<file path="config.mk">
export PLATFORM = sky130hd
export DESIGN_NAME = rsv_supervisor
export DESIGN_NICKNAME = d
export VERILOG_FILES = /design/src/rtl/rsv_pkg.sv /design/src/rtl/rsv_sync.sv /design/src/rtl/rsv_watchdog.sv /design/src/rtl/rsv_supervisor.sv
export SDC_FILE = /design/constraint.sdc
export NUM_CORES = 1
export LEC_CHECK = 0
export BUFFER_PORTS_ARGS = -buffer_cell sky130_fd_sc_hd__buf_2
export CORE_AREA = 3 3 63 65
export CTS_CLUSTER_SIZE = 12
export DETAILED_ROUTE_END_ITERATION = 16
export DIE_AREA = 0 0 66 68
export GPL_ROUTABILITY_DRIVEN = 0
export HOLD_SLACK_MARGIN = 0.06
export PLACE_DENSITY = 0.78
export SLEW_MARGIN = 5
export SYNTH_ARGS = -nofsm -noshare
export SYNTH_HDL_FRONTEND = slang
export SYNTH_HIERARCHICAL = 1
export SYNTH_SLANG_ARGS = --single-unit
</file>
<file path="constraint.sdc">
create_clock -name clk -period 3.9 [get_ports clk]
set_input_delay 0.195 -clock clk [delete_from_list [all_inputs] [get_ports clk]]
set_output_delay 0.195 -clock clk [all_outputs]
set_load 0.1 [all_outputs]
</file>
<file path="src/rtl/rsv_pkg.sv">
`timescale 1ns/1ps
package rsv_pkg;

  typedef enum logic [2:0] {
    ST_PFAIL  = 3'd0,
    ST_HOLD   = 3'd1,
    ST_IDLE   = 3'd2,
    ST_DEB    = 3'd3,
    ST_PBHOLD = 3'd4,
    ST_PBREL  = 3'd5
  } sup_state_t;

  // watchdog delay selection: 0 off, otherwise base shifted by (sel-1)
  function automatic int unsigned wd_ticks(input logic [1:0] sel, input int unsigned base);
    case (sel)
      2'b01:   wd_ticks = base;
      2'b10:   wd_ticks = base * 2;
      2'b11:   wd_ticks = base * 4;
      default: wd_ticks = 0;
    endcase
  endfunction

endpackage

</file>
<file path="src/rtl/rsv_sync.sv">
`timescale 1ns/1ps
module rsv_sync #(
  parameter int unsigned W = 2,
  parameter logic [W-1:0] RST_VAL = '1
) (
  input  logic         clk,
  input  logic         rst_n,
  input  logic [W-1:0] din,
  output logic [W-1:0] lvl,
  output logic [W-1:0] fall
);

  for (genvar g = 0; g < W; g++) begin : g_bit
    logic s1_q, s2_q, prev_q;

    always_ff @(posedge clk or negedge rst_n) begin
      if (!rst_n) begin
        s1_q   <= RST_VAL[g];
        s2_q   <= RST_VAL[g];
        prev_q <= RST_VAL[g];
      end else begin
        s1_q   <= din[g];
        s2_q   <= s1_q;
        prev_q <= s2_q;
      end
    end

    assign lvl[g]  = s2_q;
    assign fall[g] = prev_q & ~s2_q;
  end

endmodule

</file>
<file path="src/rtl/rsv_watchdog.sv">
`timescale 1ns/1ps
module rsv_watchdog
  import rsv_pkg::*;
#(
  parameter int unsigned BASE_TICKS = 250
) (
  input  logic       clk,
  input  logic       rst_n,
  input  logic       tick,
  input  logic       run,
  input  logic       kick,
  input  logic       wr,
  input  logic [1:0] wr_sel,
  output logic       expire
);

  localparam int unsigned MAX_TICKS = BASE_TICKS * 4;
  localparam int unsigned CW = $clog2(MAX_TICKS + 1);

  logic [1:0]    sel_q, sel_d;
  logic [CW-1:0] cnt_q, cnt_d;
  logic [CW-1:0] period;
  logic          enabled;

  always_comb begin
    period  = CW'(wd_ticks(sel_q, BASE_TICKS));
    enabled = (sel_q != 2'b00);
    expire  = run && enabled && tick && !kick && !wr && (cnt_q == period - 1'b1);
  end

  always_comb begin
    sel_d = wr ? wr_sel : sel_q;
    cnt_d = cnt_q;
    if (!run || kick || wr || !enabled || expire) begin
      cnt_d = '0;
    end else if (tick) begin
      cnt_d = cnt_q + 1'b1;
    end
  end

  always_ff @(posedge clk or negedge rst_n) begin
    if (!rst_n) begin
      sel_q <= 2'b11;
      cnt_q <= '0;
    end else begin
      sel_q <= sel_d;
      cnt_q <= cnt_d;
    end
  end

  AST_WD_CNT_BOUND: assert property (@(posedge clk) disable iff (!rst_n)
    (sel_q != 2'b00) |-> (cnt_q < period));

endmodule

</file>
<file path="src/rtl/rsv_supervisor.sv">
`timescale 1ns/1ps
module rsv_supervisor
  import rsv_pkg::*;
#(
  parameter int unsigned HOLD_TICKS    = 250,
  parameter int unsigned DEB_TICKS     = 10,
  parameter int unsigned WD_BASE_TICKS = 250
) (
  input  logic       clk,
  input  logic       rst_n,
  input  logic       tick_ms,
  input  logic       pwr_good,
  input  logic       pin_lvl,
  input  logic       strobe,
  input  logic       wd_wr,
  input  logic [1:0] wd_sel,
  output logic       rst_drive
);

  localparam int unsigned PH_MAX = (HOLD_TICKS > DEB_TICKS) ? HOLD_TICKS : DEB_TICKS;
  localparam int unsigned PH_W   = $clog2(PH_MAX + 1);
  localparam logic [PH_W-1:0] HOLD_LAST = PH_W'(HOLD_TICKS - 1);
  localparam logic [PH_W-1:0] DEB_LAST  = PH_W'(DEB_TICKS - 1);

  sup_state_t      st_q, st_d;
  logic [PH_W-1:0] ph_q, ph_d;
  logic [1:0]      sy_lvl, sy_fall;
  logic            pin_s, pin_fall, kick, wd_expire, wd_run;

  rsv_sync #(.W(2), .RST_VAL(2'b11)) u_sync (
    .clk  (clk),
    .rst_n(rst_n),
    .din  ({strobe, pin_lvl}),
    .lvl  (sy_lvl),
    .fall (sy_fall)
  );

  assign pin_s    = sy_lvl[0];
  assign pin_fall = sy_fall[0];
  assign kick     = sy_fall[1];
  assign wd_run   = (st_q == ST_IDLE);

  rsv_watchdog #(.BASE_TICKS(WD_BASE_TICKS)) u_wdog (
    .clk   (clk),
    .rst_n (rst_n),
    .tick  (tick_ms),
    .run   (wd_run),
    .kick  (kick),
    .wr    (wd_wr),
    .wr_sel(wd_sel),
    .expire(wd_expire)
  );

  always_comb begin
    st_d = st_q;
    ph_d = ph_q;
    unique case (st_q)
      ST_PFAIL: begin
        if (pwr_good) begin
          st_d = ST_HOLD;
          ph_d = '0;
        end
      end
      ST_HOLD: begin
        if (tick_ms) begin
          if (ph_q == HOLD_LAST) begin
            st_d = ST_IDLE;
            ph_d = '0;
          end else begin
            ph_d = ph_q + 1'b1;
          end
        end
      end
      ST_IDLE: begin
        if (wd_expire) begin
          st_d = ST_HOLD;
          ph_d = '0;
        end else if (pin_fall) begin
          st_d = ST_DEB;
          ph_d = '0;
        end
      end
      ST_DEB: begin
        if (pin_s) begin
          st_d = ST_IDLE;
          ph_d = '0;
        end else if (tick_ms) begin
          if (ph_q == DEB_LAST) begin
            st_d = ST_PBHOLD;
            ph_d = '0;
          end else begin
            ph_d = ph_q + 1'b1;
          end
        end
      end
      ST_PBHOLD: begin
        if (tick_ms) begin
          if (ph_q == HOLD_LAST) begin
            st_d = ST_PBREL;
            ph_d = '0;
          end else begin
            ph_d = ph_q + 1'b1;
          end
        end
      end
      ST_PBREL: begin
        if (pin_s) begin
          st_d = ST_HOLD;
          ph_d = '0;
        end
      end
      default: begin
        st_d = ST_PFAIL;
        ph_d = '0;
      end
    endcase
    if (!pwr_good) begin
      st_d = ST_PFAIL;
      ph_d = '0;
    end
  end

  always_ff @(posedge clk or negedge rst_n) begin
    if (!rst_n) begin
      st_q <= ST_PFAIL;
      ph_q <= '0;
    end else begin
      st_q <= st_d;
      ph_q <= ph_d;
    end
  end

  assign rst_drive = (st_q == ST_PFAIL) || (st_q == ST_HOLD) || (st_q == ST_PBHOLD);

  AST_PF_FORCES_RESET: assert property (@(posedge clk) disable iff (!rst_n)
    !pwr_good |=> rst_drive);

  AST_PF_RECOVERY_HOLD: assert property (@(posedge clk) disable iff (!rst_n)
    (st_q == ST_PFAIL && pwr_good) |=> (st_q == ST_HOLD && ph_q == '0));

  AST_WD_EXPIRY_RESET: assert property (@(posedge clk) disable iff (!rst_n)
    wd_expire |=> rst_drive);

  AST_PB_RELEASE_GAP: assert property (@(posedge clk) disable iff (!rst_n)
    (st_q == ST_PBREL && !pin_s && pwr_good) |=> !rst_drive);

endmodule

</file>
Word level (Yosys, flattened, before mapping)
Cells that the tools add are included.
{"block": "word_totals", "n_memories": 0, "latch_bits": 0, "out_inout_bits": 1, "in_bits": 9, "rom_bits": 0, "reg_bits": 29, "elab_cells": 83, "ram_bits": 0}
{"block": "op_classes", "div_mod_pow": 0, "n_mux": 25, "eq_ne": 20, "addsub": 3, "n_lt_le_gt_ge": 0, "mul": 0, "n_reduce_logical": 21, "n_bitwise": 4, "shifts": 0}
{"cell": "2-to-1 mux 8 bit", "count": 9}
{"cell": "2-to-1 mux 3 bit", "count": 11}
{"cell": "one-hot mux 8 bit (4 select lines)", "count": 1}
{"cell": "one-hot mux 10 bit (3 select lines)", "count": 1}
{"cell": "2-to-1 mux 10 bit", "count": 2}
{"cell": "one-hot mux 3 bit (6 select lines)", "count": 1}
{"cell": "!= test 3 bit (second input constant)", "count": 5}
{"cell": "adder 10 x 1 -> 10 bit (second input constant)", "count": 1}
{"cell": "== test 10 bit", "count": 1}
{"cell": "subtractor 10 x 1 -> 10 bit (second input constant)", "count": 1}
{"cell": "adder 8 x 1 -> 8 bit (second input constant)", "count": 1}
{"cell": "== test 8 x 4 -> 1 bit (second input constant)", "count": 1}
{"cell": "== test 8 bit (second input constant)", "count": 1}
{"cell": "!= test 4 x 3 -> 1 bit (second input constant)", "count": 2}
{"cell": "AND reduction 8 bit", "count": 1}
{"cell": "== test 3 x 2 -> 1 bit (second input constant)", "count": 2}
{"cell": "== test 3 bit (second input constant)", "count": 2}
{"cell": "logical OR 1 bit", "count": 6}
{"cell": "logical AND 1 bit", "count": 5}
{"cell": "== test 2 bit (second input constant)", "count": 2}
{"cell": "zero test 1 bit", "count": 4}
{"cell": "!= test 4 bit (second input constant)", "count": 1}
{"cell": "AND reduction 4 bit", "count": 1}
{"cell": "nonzero test 2 bit", "count": 2}
{"cell": "7 further kinds", "count": 9}

Logic depth before layout (Yosys ltp)
{"block": "logic_depth", "depth_word": 9, "ltp_mapped": 10, "ltp_nobuf": 10}

Modules after synthesis
Netlist, hierarchy kept.
{"module": "rsv_supervisor", "area_per_inst_um2": 788.3, "seq_area_each_um2": 275.3, "cells_per_inst": 86, "n_inst": 1}
{"module": "rsv_watchdog", "area_per_inst_um2": 738.2, "seq_area_each_um2": 302.8, "cells_per_inst": 70, "n_inst": 1}
{"module": "rsv_sync", "area_per_inst_um2": 200.2, "seq_area_each_um2": 157.7, "cells_per_inst": 10, "n_inst": 1}

Worst setup path after synthesis
Ideal clock, no wire load.
{"block": "synth_path", "kind": "reg-to-reg", "from": "reg u_wdog.sel_q[0]", "to": "reg st_q[0]", "path_slack_ns": 0.936, "setup_ns": 0.078, "path_stages_with_launch": 11, "period_less_slack_ns": 2.964, "arrival_time_ns": 2.886, "path_cell_list": "dfstp_2 -> inv_1 -> ha_1 -> or3b_4 -> a2111oi_4 -> and3b_1 -> or4b_1 -> o211ai_2 -> a2111oi_0 -> a22oi_1 -> a21oi_1"}
{"block": "synth_between", "elab_chain_cells": 9, "word_cells_on_any_way": 17}
{"element": "start: declaration", "line_no": "rsv_watchdog.sv:20", "text": "logic [1:0] sel_q, sel_d;"}
{"element": "start signal: assignment", "line_no": "rsv_watchdog.sv:46", "text": "sel_q <= sel_d;"}
{"element": "parallel branches: the longest is 5 deep, another holds subtractor 10 x 1 -> 10 bit"}
{"element": "logical AND 1 bit (*)", "line_no": "rsv_watchdog.sv:28", "text": "expire = run && enabled && tick && !kick && !wr && (cnt_q == period - 1'b1);"}
{"element": "via wd_expire", "line_no": "rsv_supervisor.sv:28", "text": "logic pin_s, pin_fall, kick, wd_expire, wd_run;"}
{"element": "2-to-1 mux 3 bit", "line_no": "rsv_supervisor.sv:75", "text": "if (wd_expire) begin"}
{"element": "one-hot mux 3 bit (6 select lines)", "line_no": "rsv_supervisor.sv:57", "text": "unique case (st_q)"}
{"element": "2-to-1 mux 3 bit", "line_no": "rsv_supervisor.sv:117", "text": "if (!pwr_good) begin"}
{"element": "end signal: assignment", "line_no": "rsv_supervisor.sv:128", "text": "st_q <= st_d;"}
{"element": "end: declaration", "line_no": "rsv_supervisor.sv:25", "text": "sup_state_t st_q, st_d;"}
Mark *: on every way through the listed nets, which the timed path passes.
A chain may end at the register's enable or synchronous reset.

Worst setup path in the final report
Ends and elaborated chain as after synthesis.

==> qor.yml <==
timing:
  worst_slew_pin_slew_ns: 0.665
  holdWs_ns: 0.0692
  setup-tns-final_ns: 0
  period_needed_ns: 3.17
  rsz0062_at_grt: "no"
  slew_viol_final: 0
  hold_viol: 0
  relSlewSlack_pct: 55.4
  setup_viol: 0
  skew_ns: 0.00801
  final.period_utilization_pct: 81.3
  fmax_mhz: 316
power:
  p_int_uw: 484
  seqPwrFrac_pct: 46.4
  comb_power_share_pct: 31.0
  power.share.clock_pct: 22.7
  p_leak_nw: 0.756
  p_per_area_nw_per_um2: 416
  p_switching_uw: 294
  swShare_pct: 37.8
  peakVddDrop_mv: 0.229
floorplanning:
  num_rows: 21
  start_util_pct: 50.7
  core-area_sq_um: 3390
  die_y_um: 68
  pin_count: 10
  fp.dieArea_sq_um: 4490
  die_w_um: 66
setup_path:
  start_kind: "flip-flop"
  reg2reg_depth: 11
  cp.required_ns: 4.16
  cp-end-kind: "flip-flop"
  cp.arrival_ns: 3.43
  worstSetupPathType: "reg2reg"
  worstPathMaxFanout: 10
  reg2reg_slack_ns: 0.73
clocking:
  clkTransAtPathRegs_ns: 0.09
  root_buffer: "clkbuf_4"
  clk_path_buf_depth: 2
  clock_sinks: 29
  worstSkewPairLatency_ns: 0.34
  htree_levels: 2
  cts_tree: "yes"
  numCtsBuffers: 5
min_path:
  hold_path_class: "in2reg"
  holdPathStages: 3
synthesis:
  avgSynthCellArea_sq_um: 10.4
  ys_warn_count: 6
  syn_inst: 165
  synth_area_sq_um: 1720
  synthesis.nets: 180
routing:
  drc: 0
  first_pass_iters: 4
  ant_nets: 0
  avgRoutedWirePerCell_um: 15.0
  vias: 1376
  drt_iter0_markers: 57
  routed_wl_um: 3380
  viasPerCell: 6.09
placed_design:
  port_buffers: 9
  dpl.cell_count: 214
  hpwl_um: 2410
flow_run:
  maxCapViolCount: 0
cells_and_area:
  syn2layout_area_growth_pct: 8.81
  final_core_util_pct: 55.2
  diodes: 0
  instances_no_fill: 226
  final_nets: 194
  drive_above_1_share_pct: 21.7
global_routing:
  grt_overflow: 0
  grt_pass1_vias: 1324
  antenna_found_initial: 0
  track_usage_pct: 17.4
  grt_max_degree: 30
  grt_pass1_wl_um: 5970
run_status:
  status: "completed"
[sequential cells by signal, indices dropped and copies added, names as in the netlist]
signal / count
u_wdog/cnt_q: 10
ph_q: 8
st_q: 3
u_sync/g_bit.prev_q: 2
u_sync/g_bit.s1_q: 2
u_sync/g_bit.s2_q: 2
u_wdog/sel_q: 2
[layer usage]
metal	part of all wire, %	up-vias	track usage, %	wire [um]
li1	-	660	-	-
met1	46	672	22.2	1540
met2	47	34	27.9	1600
met3	4.8	10	4.27	162
met4	2.4	0	8.38	82
met5	0	-	0	0
[critical path, stage by stage, from the launching register on]
cell and delay (ns):
dfstp_2 0.55, inv_1 0.06, ha_1 0.28, or3b_4 0.39
a2111oi_4 0.34, buf_4 0.22, and3b_1 0.18, or4b_1 0.12
o211ai_2 0.11, a2111oi_0 0.54, a22oi_1 0.14, a21oi_1 0.15
[area by class of cell]
cell class / instances / area, sq um
Timing Repair Buffer: 14 / 92.6
Sequential cell: 29 / 736
Tap cell: 46 / 57.6
Clock buffer: 6 / 41.3
Fill cell: 300 / 1520
Multi-Input combinational cell: 124 / 915
Inverter: 5 / 18.8
Clock inverter: 2 / 10.0
[placed cells by master (no fill, tap or decap), drive strengths merged, types with 3 or more instances in the layout]
cell type / n
nand3: 4
dfrtp: 21
xor2: 4
inv: 5
o21ai: 14
nor2: 7
dlygate4sd3: 4
nor3: 3
nand4: 5
a22o: 5
xnor2: 3
nand3b: 3
buf: 10
nand2: 12
dfstp: 8
clkbuf: 6
nor2b: 5
or3: 3
or4b: 4
a211oi: 5
a221oi: 5
a21oi: 5
ha: 6
[worst paths after layout]
| check | startpoint | end |
|---|---|---|
| min in group asynchronous | rst_n | u_wdog/cnt_q[2]$_DFFE_PN0P_ |
| setup / recovery | u_wdog/sel_q[0]$_DFFE_PN1P_ | st_q[0]$_DFFE_PN0P_ |
| setup reg to reg | u_wdog/sel_q[0]$_DFFE_PN1P_ | st_q[0]$_DFFE_PN0P_ |
| hold reg to reg | u_sync/g_bit[0].s1_q$_DFF_PN1_ | u_sync/g_bit[0].s2_q$_DFF_PN1_ |
| hold / removal | wd_sel[0] | u_wdog/sel_q[0]$_DFFE_PN1P_ |
| max in group asynchronous | rst_n | st_q[0]$_DFFE_PN0P_ |
[through the flow]
stage / instance area (sq um) / total power, mW / setup WS [ns]
global route: 1870 / 0.826 / 0.437
CTS: 1870 / 0.783 / 0.756
floorplan: 1720 / 0.567 / 0.936
detailed placement: 1780 / 0.603 / 0.794
global placement: 1780 / 0.593 / 0.842
finish: 1870 / 0.778 / 0.731
[timing repair]
item	in CTS	in global routing
endpoints found under the hold margin	24	0
hold buffers	4	0
gates resized for setup	0	0
setup buffers	0	0
[power groups by stage]
stage	combinational, mW	sequential [mW]	clock [mW]
after floorplan	0.225	0.342	0
after global placement	0.230	0.364	0
after detailed placement	0.237	0.366	0
after CTS	0.240	0.361	0.182
after global routing	0.264	0.367	0.195
final	0.241	0.361	0.176
Note: power is estimated with default switching activity, not from simulation.
